File: src/rtl/aif_pkg.sv
package aif_pkg;
  localparam int SAMPLE_W = 24;
  localparam int MAX_W    = 32;
  localparam int LEN_W    = $clog2(MAX_W + 1);

  typedef enum logic [1:0] {
    FRM_I2S = 2'b00,
    FRM_RJ  = 2'b01,
    FRM_DSP = 2'b10,
    FRM_DSX = 2'b11
  } frame_e;

  typedef enum logic [1:0] {
    LEN16 = 2'b00,
    LEN20 = 2'b01,
    LEN24 = 2'b10,
    LEN32 = 2'b11
  } wlen_e;

  // Right-justified framing cannot carry a 32-bit word: fall back to 24.
  function automatic logic [1:0] eff_len(input logic [1:0] wl, input logic [1:0] fmt);
    if (fmt == FRM_RJ && wl == LEN32) return LEN24;
    return wl;
  endfunction

  function automatic logic [LEN_W-1:0] len_bits(input logic [1:0] wl);
    case (wl)
      LEN16:   return LEN_W'(16);
      LEN20:   return LEN_W'(20);
      LEN24:   return LEN_W'(24);
      default: return LEN_W'(32);
    endcase
  endfunction

  // Word arrives right-aligned; left-align it in MAX_W and keep the top bits.
  function automatic logic [SAMPLE_W-1:0] widen(input logic [MAX_W-1:0] w,
                                                 input logic [1:0] wl);
    logic [MAX_W-1:0] aligned;
    aligned = w << (MAX_W - int'(len_bits(wl)));
    return aligned[MAX_W-1 -: SAMPLE_W];
  endfunction
endpackage

File: src/rtl/aif_edge_sync.sv
module aif_edge_sync #(
  parameter int STAGES = 2
) (
  input  logic clk,
  input  logic rst_n,
  input  logic bclk_i,
  input  logic lrclk_i,
  input  logic sdata_i,
  input  logic inv_i,
  output logic edge_o,
  output logic lr_o,
  output logic sd_o
);
  localparam int LINES = 3;

  logic [STAGES-1:0][LINES-1:0] pipe;
  logic                         bclk_prev;
  logic                         bclk_s;

  generate
    if (STAGES == 1) begin : g_one
      always_ff @(posedge clk or negedge rst_n) begin
        if (!rst_n) pipe <= '0;
        else        pipe <= {bclk_i, lrclk_i, sdata_i};
      end
    end else begin : g_many
      always_ff @(posedge clk or negedge rst_n) begin
        if (!rst_n) pipe <= '0;
        else        pipe <= {pipe[STAGES-2:0], {bclk_i, lrclk_i, sdata_i}};
      end
    end
  endgenerate

  assign bclk_s = pipe[STAGES-1][2];
  assign lr_o   = pipe[STAGES-1][1];
  assign sd_o   = pipe[STAGES-1][0];

  always_ff @(posedge clk or negedge rst_n) begin
    if (!rst_n) bclk_prev <= 1'b0;
    else        bclk_prev <= bclk_s;
  end

  // Active edge: bit clock moves to the level opposite the idle one.
  assign edge_o = (bclk_s != bclk_prev) && (bclk_s == !inv_i);
endmodule

File: src/rtl/aif_deser.sv
module aif_deser
  import aif_pkg::*;
#(
  parameter int CNT_W = 6
) (
  input  logic             clk,
  input  logic             rst_n,
  input  logic             edge_i,
  input  logic             lr_i,
  input  logic             sd_i,
  input  logic [1:0]       fmt_i,
  input  logic [1:0]       wl_i,
  output logic             emit_o,
  output logic [MAX_W-1:0] word_o,
  output logic             right_o
);
  localparam logic [CNT_W-1:0] CNT_MAX = '1;

  logic [MAX_W-1:0] sr, sr_next;
  logic [CNT_W-1:0] cnt;
  logic [CNT_W-1:0] last_idx;
  logic             prev_lr, armed, chan;
  logic             lr_change, frame_mark, is_dsp;

  assign is_dsp     = fmt_i[1];
  assign sr_next    = {sr[MAX_W-2:0], sd_i};
  assign lr_change  = lr_i != prev_lr;
  assign frame_mark = lr_i && !prev_lr;
  assign last_idx   = CNT_W'(len_bits(wl_i)) - CNT_W'(1);

  always_comb begin
    emit_o  = 1'b0;
    word_o  = sr_next;
    right_o = 1'b0;
    if (edge_i) begin
      if (is_dsp) begin
        if (!frame_mark && armed && cnt == last_idx) begin
          emit_o  = 1'b1;
          right_o = chan;
        end
      end else if (fmt_i == FRM_RJ) begin
        if (lr_change && cnt >= CNT_W'(len_bits(wl_i))) begin
          emit_o  = 1'b1;
          word_o  = sr;
          right_o = prev_lr;
        end
      end else begin
        if (!lr_change && armed && cnt == last_idx) begin
          emit_o  = 1'b1;
          right_o = prev_lr;
        end
      end
    end
  end

  always_ff @(posedge clk or negedge rst_n) begin
    if (!rst_n) begin
      sr      <= '0;
      cnt     <= '0;
      prev_lr <= 1'b0;
      armed   <= 1'b0;
      chan    <= 1'b0;
    end else if (edge_i) begin
      prev_lr <= lr_i;
      sr      <= sr_next;
      if (is_dsp) begin
        if (frame_mark) begin
          armed <= 1'b1;
          cnt   <= '0;
          chan  <= 1'b0;
        end else if (armed) begin
          if (cnt == last_idx) begin
            cnt   <= '0;
            chan  <= 1'b1;
            armed <= !chan;
          end else begin
            cnt <= cnt + CNT_W'(1);
          end
        end
      end else if (fmt_i == FRM_RJ) begin
        if (lr_change)            cnt <= CNT_W'(1);
        else if (cnt != CNT_MAX)  cnt <= cnt + CNT_W'(1);
      end else begin
        if (lr_change) begin
          armed <= 1'b1;
          cnt   <= '0;
        end else if (armed) begin
          if (cnt == last_idx) begin
            armed <= 1'b0;
            cnt   <= '0;
          end else begin
            cnt <= cnt + CNT_W'(1);
          end
        end
      end
    end
  end
endmodule

File: src/rtl/aif_out_hold.sv
module aif_out_hold #(
  parameter int W = 24
) (
  input  logic         clk,
  input  logic         rst_n,
  input  logic         load_i,
  input  logic [W-1:0] data_i,
  input  logic         right_i,
  input  logic         ready_i,
  output logic         valid_o,
  output logic [W-1:0] data_o,
  output logic         right_o
);
  logic free;
  assign free = !valid_o || ready_i;

  always_ff @(posedge clk or negedge rst_n) begin
    if (!rst_n) begin
      valid_o <= 1'b0;
      data_o  <= '0;
      right_o <= 1'b0;
    end else if (free) begin
      valid_o <= load_i;
      if (load_i) begin
        data_o  <= data_i;
        right_o <= right_i;
      end
    end
  end
endmodule

File: src/rtl/aif_rx_formatter.sv
module aif_rx_formatter
  import aif_pkg::*;
#(
  parameter int SYNC_STAGES = 2,
  parameter int CNT_W       = 6
) (
  input  logic                clk,
  input  logic                rst_n,
  input  logic                bclk_i,
  input  logic                lrclk_i,
  input  logic                sdata_i,
  input  logic [1:0]          cfg_fmt_i,
  input  logic [1:0]          cfg_wlen_i,
  input  logic                cfg_bclk_inv_i,
  input  logic                m_ready_i,
  output logic                m_valid_o,
  output logic [SAMPLE_W-1:0] m_data_o,
  output logic                m_right_o
);
  logic                s_edge, s_lr, s_sd, s_inv;
  logic [1:0]          s_wl;
  logic                s_emit, s_chan;
  logic [MAX_W-1:0]    s_raw;
  logic [SAMPLE_W-1:0] s_norm;

  assign s_inv  = cfg_bclk_inv_i && cfg_fmt_i[1];
  assign s_wl   = eff_len(cfg_wlen_i, cfg_fmt_i);
  assign s_norm = widen(s_raw, s_wl);

  aif_edge_sync #(.STAGES(SYNC_STAGES)) u_sync (
    .clk     (clk),
    .rst_n   (rst_n),
    .bclk_i  (bclk_i),
    .lrclk_i (lrclk_i),
    .sdata_i (sdata_i),
    .inv_i   (s_inv),
    .edge_o  (s_edge),
    .lr_o    (s_lr),
    .sd_o    (s_sd)
  );

  aif_deser #(.CNT_W(CNT_W)) u_deser (
    .clk     (clk),
    .rst_n   (rst_n),
    .edge_i  (s_edge),
    .lr_i    (s_lr),
    .sd_i    (s_sd),
    .fmt_i   (cfg_fmt_i),
    .wl_i    (s_wl),
    .emit_o  (s_emit),
    .word_o  (s_raw),
    .right_o (s_chan)
  );

  aif_out_hold #(.W(SAMPLE_W)) u_hold (
    .clk     (clk),
    .rst_n   (rst_n),
    .load_i  (s_emit),
    .data_i  (s_norm),
    .right_i (s_chan),
    .ready_i (m_ready_i),
    .valid_o (m_valid_o),
    .data_o  (m_data_o),
    .right_o (m_right_o)
  );
endmodule

File: config.mk
export PLATFORM = sky130hd
export DESIGN_NAME = aif_rx_formatter
export DESIGN_NICKNAME = d
export VERILOG_FILES = /design/src/rtl/aif_pkg.sv /design/src/rtl/aif_edge_sync.sv /design/src/rtl/aif_deser.sv /design/src/rtl/aif_out_hold.sv /design/src/rtl/aif_rx_formatter.sv
export SDC_FILE = /design/constraint.sdc
export NUM_CORES = 1
export LEC_CHECK = 0
export BUFFER_PORTS_ARGS = -buffer_cell sky130_fd_sc_hd__buf_2
export CORE_MARGIN = 2
export CORE_UTILIZATION = 45
export DETAILED_ROUTE_END_ITERATION = 10
export PLACE_DENSITY = 0.67
export SETUP_SLACK_MARGIN = 0.05
export SLEW_MARGIN = 20
export SYNTH_ARGS = -nofsm -noshare
export SYNTH_HDL_FRONTEND = slang
export SYNTH_SLANG_ARGS = --single-unit
File: constraint.sdc
create_clock -name clk -period 3.7 [get_ports clk]
set_clock_uncertainty 0.05 [all_clocks]
set_input_delay 0.74 -clock clk [delete_from_list [all_inputs] [get_ports clk]]
set_output_delay 0.74 -clock clk [all_outputs]
set_load 0.02 [all_outputs]
After elaboration in Yosys (flattened, before gate mapping)
Cells that the tools add are included.
{ "classes": {"n_mux": 42, "add_sub_neg": 3, "shifts": 1, "n_eq_ne": 11, "reduce_logical": 23, "order_cmp": 1} }
{ "ops": {"columns": ["cell", "count"], "rows": [
  ["32-bit 2-to-1 mux", 4],
  ["6-bit 2-to-1 mux", 11],
  ["32-bit by 32-bit << shifter with 32-bit output", 1],
  ["1-bit 2-to-1 mux", 24],
  ["6-bit case mux with 3 select lines", 1],
  ["1-bit logical AND", 9],
  ["6-bit by 6-bit subtractor with 7-bit output, first input constant", 1],
  ["6-bit by 1-bit adder with 6-bit output, second input constant", 1],
  ["6-bit equality test", 1],
  ["6-bit >= comparator", 1],
  ["1-bit zero test", 6],
  ["6-bit inequality test, second input constant", 1],
  ["2-bit AND reduction", 3],
  ["6-bit by 1-bit subtractor with 6-bit output, second input constant", 1],
  ["2-bit by 1-bit equality test with 1-bit output, second input constant", 2],
  ["2-bit equality test, second input constant", 2],
  ["2-bit 2-to-1 mux", 2],
  ["4-bit by 2-bit inequality test with 1-bit output, second input constant", 1],
  ["4-bit AND reduction", 1],
  ["2-bit nonzero test", 2],
  ["2-bit zero test", 1],
  ["1-bit inequality test", 2],
  ["2-bit inequality test, second input constant", 1],
  ["1-bit equality test", 1],
  ["1-bit logical OR", 1]
]} }
{ "totals": {"wordCells": 92, "regBits": 74, "input_bits": 11, "output_inout_bits": 26} }

Depth between registers and ports, before layout
{ "depth": {"ltp_word": 16, "depth_mapped": 16, "depth_no_buf": 13} }

By module
Synthesis repeated with hierarchy kept, for this count alone.
{ "unflattened": {"cells_unflattened": 445, "hier_area_um2": 5018.6} }
{ "by_module_without_submodules": {"columns": ["mod", "seq_area_each_um2", "area_per_inst_um2", "cells_each", "n_inst"], "rows": [
  ["aif_deser", 1026.0, 2768.9, 242, 1],
  ["aif_out_hold", 650.6, 1079.8, 56, 1],
  ["aif_rx_formatter", 0.0, 972.2, 137, 1],
  ["aif_edge_sync", 175.2, 197.7, 10, 1]
]} }

Worst setup path before layout
OpenSTA, ideal clock, no wires.
{ "synth_path": {"path_kind": "input to register", "from": "input cfg_fmt_i[1]", "to": "register u_hold.data_o[11]", "required_time_ns": 3.513, "setup_time_ns": 0.137, "cell_stages": 14, "path_buffers": 1, "setup_slack_ns": -0.238, "t_arrival_ns": 3.751, "cell_sequence": "buf_2 > nand2b_1 > or2_2 > nand2_1 > inv_1 > ha_1 > inv_1 > ha_1 > o211ai_1 > a2111o_1 > a21oi_4 > mux4_2 > a2111oi_0 > nor3_1"} }
{ "synth_via": {"elab_chain_len": 16, "elab_cells_between_ends": 34, "cone_classes": "add/sub: 2; order compare: 1; eq/ne: 5; shift: 1; mux: 16; reduce/logical: 9"} }
{ "synth_rtl": {"columns": ["element", "line_no", "source"], "rows": [
  ["start, declared", "aif_rx_formatter.sv:12", "input logic [1:0] cfg_fmt_i,"],
  ["2-bit by 1-bit equality test with 1-bit output", "aif_pkg.sv:22, aif_deser.sv:41", null],
  ["1-bit logical AND", "aif_pkg.sv:22", "if (fmt == FRM_RJ && wl == LEN32) return LEN24;"],
  ["1-bit 2-to-1 mux", "aif_pkg.sv:22", null],
  ["2-bit 2-to-1 mux", "aif_pkg.sv:23", "return wl;"],
  ["2-bit equality test, or another cell as far along", "aif_pkg.sv:27", "case (wl)"],
  ["6-bit case mux with 3 select lines", "aif_pkg.sv:27", null],
  ["6-bit 2-to-1 mux", "aif_deser.sv:41", "end else if (fmt_i == FRM_RJ) begin"],
  ["6-bit 2-to-1 mux", "aif_deser.sv:36", "if (is_dsp) begin"],
  ["6-bit 2-to-1 mux", "aif_deser.sv:35", "if (edge_i) begin"],
  ["6-bit >= comparator", "aif_deser.sv:42", "if (lr_change && cnt >= CNT_W'(len_bits(wl_i))) begin"],
  ["1-bit logical AND", "aif_deser.sv:42", null],
  ["32-bit 2-to-1 mux or 1-bit 2-to-1 mux (tied branches)", "aif_deser.sv:42", null],
  ["32-bit 2-to-1 mux or 1-bit 2-to-1 mux (tied branches)", "aif_deser.sv:41", null],
  ["32-bit 2-to-1 mux or 1-bit 2-to-1 mux (tied branches)", "aif_deser.sv:36", null],
  ["32-bit 2-to-1 mux or 1-bit 2-to-1 mux (tied branches)", "aif_deser.sv:35", null],
  ["32-bit by 32-bit << shifter with 32-bit output or 2-bit AND reduction (tied branches)", null, null],
  ["end signal, assigned", "aif_out_hold.sv:25", "data_o <= data_i;"],
  ["end, declared", "aif_out_hold.sv:11", "output logic [W-1:0] data_o,"]
]} }
Parallel ways exist; a longest one is shown, timed or not. The select of a mux whose other input is x is not followed.
A chain may end at the register's enable or synchronous reset.

Worst setup path after layout
{ "layout_path": {"from": "input cfg_fmt_i[1]", "to": "register u_hold.data_o[19]"} }
The elaborated chain is that of the path after synthesis.

==> impl_metrics.toml <==
[grt]
gr-total-overflow = 0
grt_pass1_vias = 4348
antenna_found_initial = 0
groute.usage.overall_pct = 27.20
grt_max_degree = 75
grt_pass1_wl_um = 24250

[critical_path]
required_ps = 3910
startpoint = "cfg_fmt_i[1]"
rrSetupSlack_ps = 590
r2r-start = "u_deser.cnt[2]$_DFFE_PN0P_"
endpoint_kind = "flip-flop"
worst-path-max-fanout = 9
crit_type = "in2reg"
cp-start-kind = "input port"
rr_endpoint = "u_hold.data_o[19]$_DFFE_PN0P_"
endpoint = "u_hold.data_o[19]$_DFFE_PN0P_"
r2r_cells = 9
cp.arrival_ps = 3770

[floorplan]
die_h_um = 109.4
start_util_pct = 46.16
die_area_um2 = 11980
core_um2 = 10840
io_pins = 37
num_rows = 38
die_w_um = 109.4

[sta]
period_share_pct = 96.38
slew_headroom_pct = 38.79
fmax_mhz = 280.4
hold_viol_final = 0
final_max_slew_viol_count = 0
rsz0062_at_grt = "no"
worst_pin_slew_ps = 918.2
setup_viol_count_final = 0
period_minus_slack_ps = 3566

[power_and_ir_drop]
p_comb_share_pct = 36.4
peakVddDrop_mv = 0.3323
netSwitchingFraction_pct = 38.68
pwr-share-seq_pct = 40.8
p_switching_mw = 1.154
power_mw = 2.985
p_int_mw = 1.830
pwr-share-clk_pct = 22.8
power_density_nw_per_um2 = 507.1
p_leak_nw = 2.609

[clock_network]
clk_pin_slew_ps = 80
htreeDepth = 3
numCtsBuffers = 9
root_buffer = "clkbuf_8"
cts_tree = "done"
cts_num_sinks = 74
cts.hold.buffers_added = 0
post_cts.repair.setup_buffers = 0
clockBufferDepth = 2
cts_resized = 0
insertion_delay_ps = 380

[final_layout]
layout_commonest_cell = "dfrtp_1"
antenna_cells = 0
drive_above_1_share_pct = 30.87
area_delta_synth_final_pct = 17.63
stdcell_count = 723
final_cell_mix = "dfrtp_1, buf_4, nand2_1, mux2_2, buf_2"
fillers = 998
layout.nets = 598

[detailed_routing]
vias = 4553
via_per_inst = 6.297
drt-pass1-iter-count = 5
wire_per_inst_um = 21.31
drc = 0
ant_nets = 0
wl_um = 15410
drt_iter0_markers = 473

[synthesis]
syn-num-nets = 530
ys_types = 76
syn_inst = 510
yosysWarnings = 0
ys.flop_type = "dfrtp_1"
synth_area_um2 = 5004
synth_edf_count = 0
ys_async_sr_fraction_pct = 100.0
synth_area_per_cell_um2 = 9.811
synthTopCellsByArea = "dfrtp_1, mux2_2, nand2_1"
yosysTopAreaCell = "dfrtp_1"
ys_seq_area_share_pct = 37.01
netlist.area_leader.share_pct = 37.01
yosys_register_bits = 74

[min_path]
min_path_type = "reg2reg"

[run]
cap_violations = 0

[placed_design]
portBuffers = 36
hpwlAfterDp_um = 11530
dp_cells = 707
routabilityCongestion = 1.010

[outcome]
status = "complete, no violations"
[through the flow]
stage	cell area (µm²)	TNS (ps)	worst slack, ps	hold slack, ps	utilization, %
after global routing	5886	0	85.39	311.5	54.29
final	5886	0	134.0	300.2	54.29
after detailed placement	5669	-529.1	-200.9	285.8	52.30
after global placement	5669	-315.6	-162.6	283.6	52.30
after floorplan	5051	-18.01	-18.01	281.2	-
after CTS	5881	0	215.6	303.7	54.25
[power by group through the flow]
stage / clock, mW / sequential [mW] / combinational (mW)
CTS: 0.701 / 1.21 / 1.08
floorplan: 0 / 1.23 / 0.630
global placement: 0 / 1.22 / 1.06
global route: 0.730 / 1.24 / 1.18
detailed placement: 0 / 1.23 / 1.07
finish: 0.680 / 1.22 / 1.09
[kinds of logic (layout without fill, tap and decap cells)]
family	count (synthesis)	in the layout	synth area share (%)
buffers and inverters	54	127	5.176
adders and majority gates	9	9	2.251
and+or+nand+nor	143	143	13.95
xor gates and xnor gates	6	6	1.350
AOI/OAI and AO/OA	158	158	23.48
DFF	74	74	37.01
muxes	66	66	16.78
[worst max-delay path, cell delays in order]
cell and delay [ps]:
buf_2 110, nand2b_4 140, or2_4 230, nand2_2 70
ha_1 150, inv_1 40, ha_1 260, o211ai_1 110
a2111o_1 430, a21oi_4 180, buf_12 150, mux4_1 550
a211oi_1 480, o21ai_1 130
[flip-flops by register name (all words and copies together) (netlist names)]
register / cells
u_deser.prev_lr: 1
u_sync.lr_o: 1
u_sync.pipe: 3
u_sync.bclk_s: 1
u_sync.sd_o: 1
u_deser.cnt: 6
u_deser.armed: 1
u_deser.sr: 32
u_hold.data_o: 24
u_hold.right_o: 1
u_sync.bclk_prev: 1
u_hold.valid_o: 1
u_deser.chan: 1
[layout make-up]
type	count	area [µm²]	share of cell area [%]
clock inverters	5	60.06	1.020
inverters	18	72.57	1.233
flip-flops and latches	74	1852	31.46
clock buffers	11	151.4	2.572
repair buffers	93	635.6	10.80
multi-input cells	382	2939	49.94
well taps	140	175.2	2.976
[how the worst min path moves through the flow]
| stage | from | to | slack, ps | cells past startpoint |
|---|---|---|---|---|
| floorplan | u_sync.pipe[2]$_DFF_PN0_ | u_sync.bclk_s$_DFF_PN0_ | 280 | 0 |
| global placement | u_sync.pipe[0]$_DFF_PN0_ | u_sync.sd_o$_DFF_PN0_ | 280 | 0 |
| detailed placement | u_sync.pipe[1]$_DFF_PN0_ | u_sync.lr_o$_DFF_PN0_ | 290 | 0 |
| CTS | u_sync.pipe[1]$_DFF_PN0_ | u_sync.lr_o$_DFF_PN0_ | 300 | 0 |
| global route | u_sync.pipe[2]$_DFF_PN0_ | u_sync.bclk_s$_DFF_PN0_ | 310 | 0 |
| finish | u_sync.pipe[1]$_DFF_PN0_ | u_sync.lr_o$_DFF_PN0_ | 300 | 0 |
[metal layers]
metal	wire length, µm	part of all wire [%]	global-route usage (%)
met2	6729	44	39.55
met1	7020	46	37.83
met3	1183	7.7	7.410
met4	474	3.1	11.93
met5	0	0	0
[Yosys cell counts, types with 3 or more instances]
| library cell | number |
|---|---|
| a21oi_1 | 24 |
| nor2b_1 | 5 |
| a211oi_1 | 6 |
| and2_1 | 6 |
| and3_1 | 6 |
| a31oi_1 | 9 |
| buf_2 | 6 |
| a22oi_1 | 7 |
| a21o_1 | 3 |
| mux2_2 | 35 |
| nand3_1 | 15 |
| a211o_1 | 3 |
| mux4_2 | 7 |
| nand2_1 | 54 |
| xor2_1 | 3 |
| o21ai_0 | 22 |
| a221oi_1 | 3 |
| buf_6 | 6 |
| ha_1 | 9 |
| inv_1 | 16 |
| mux2i_1 | 18 |
| nor3_1 | 4 |
| o31ai_1 | 4 |
| a221o_1 | 4 |
| o221ai_1 | 6 |
| nand2b_1 | 6 |
| dfrtp_1 | 74 |
| o21ai_1 | 6 |
| a22o_1 | 3 |
| nand4_1 | 6 |
| clkbuf_1 | 23 |
| nor2_1 | 28 |
| o211ai_1 | 24 |
| or2_2 | 3 |
| o2111ai_1 | 4 |
| a2111oi_0 | 3 |
No activity file was read; power rests on OpenSTA's default activity.
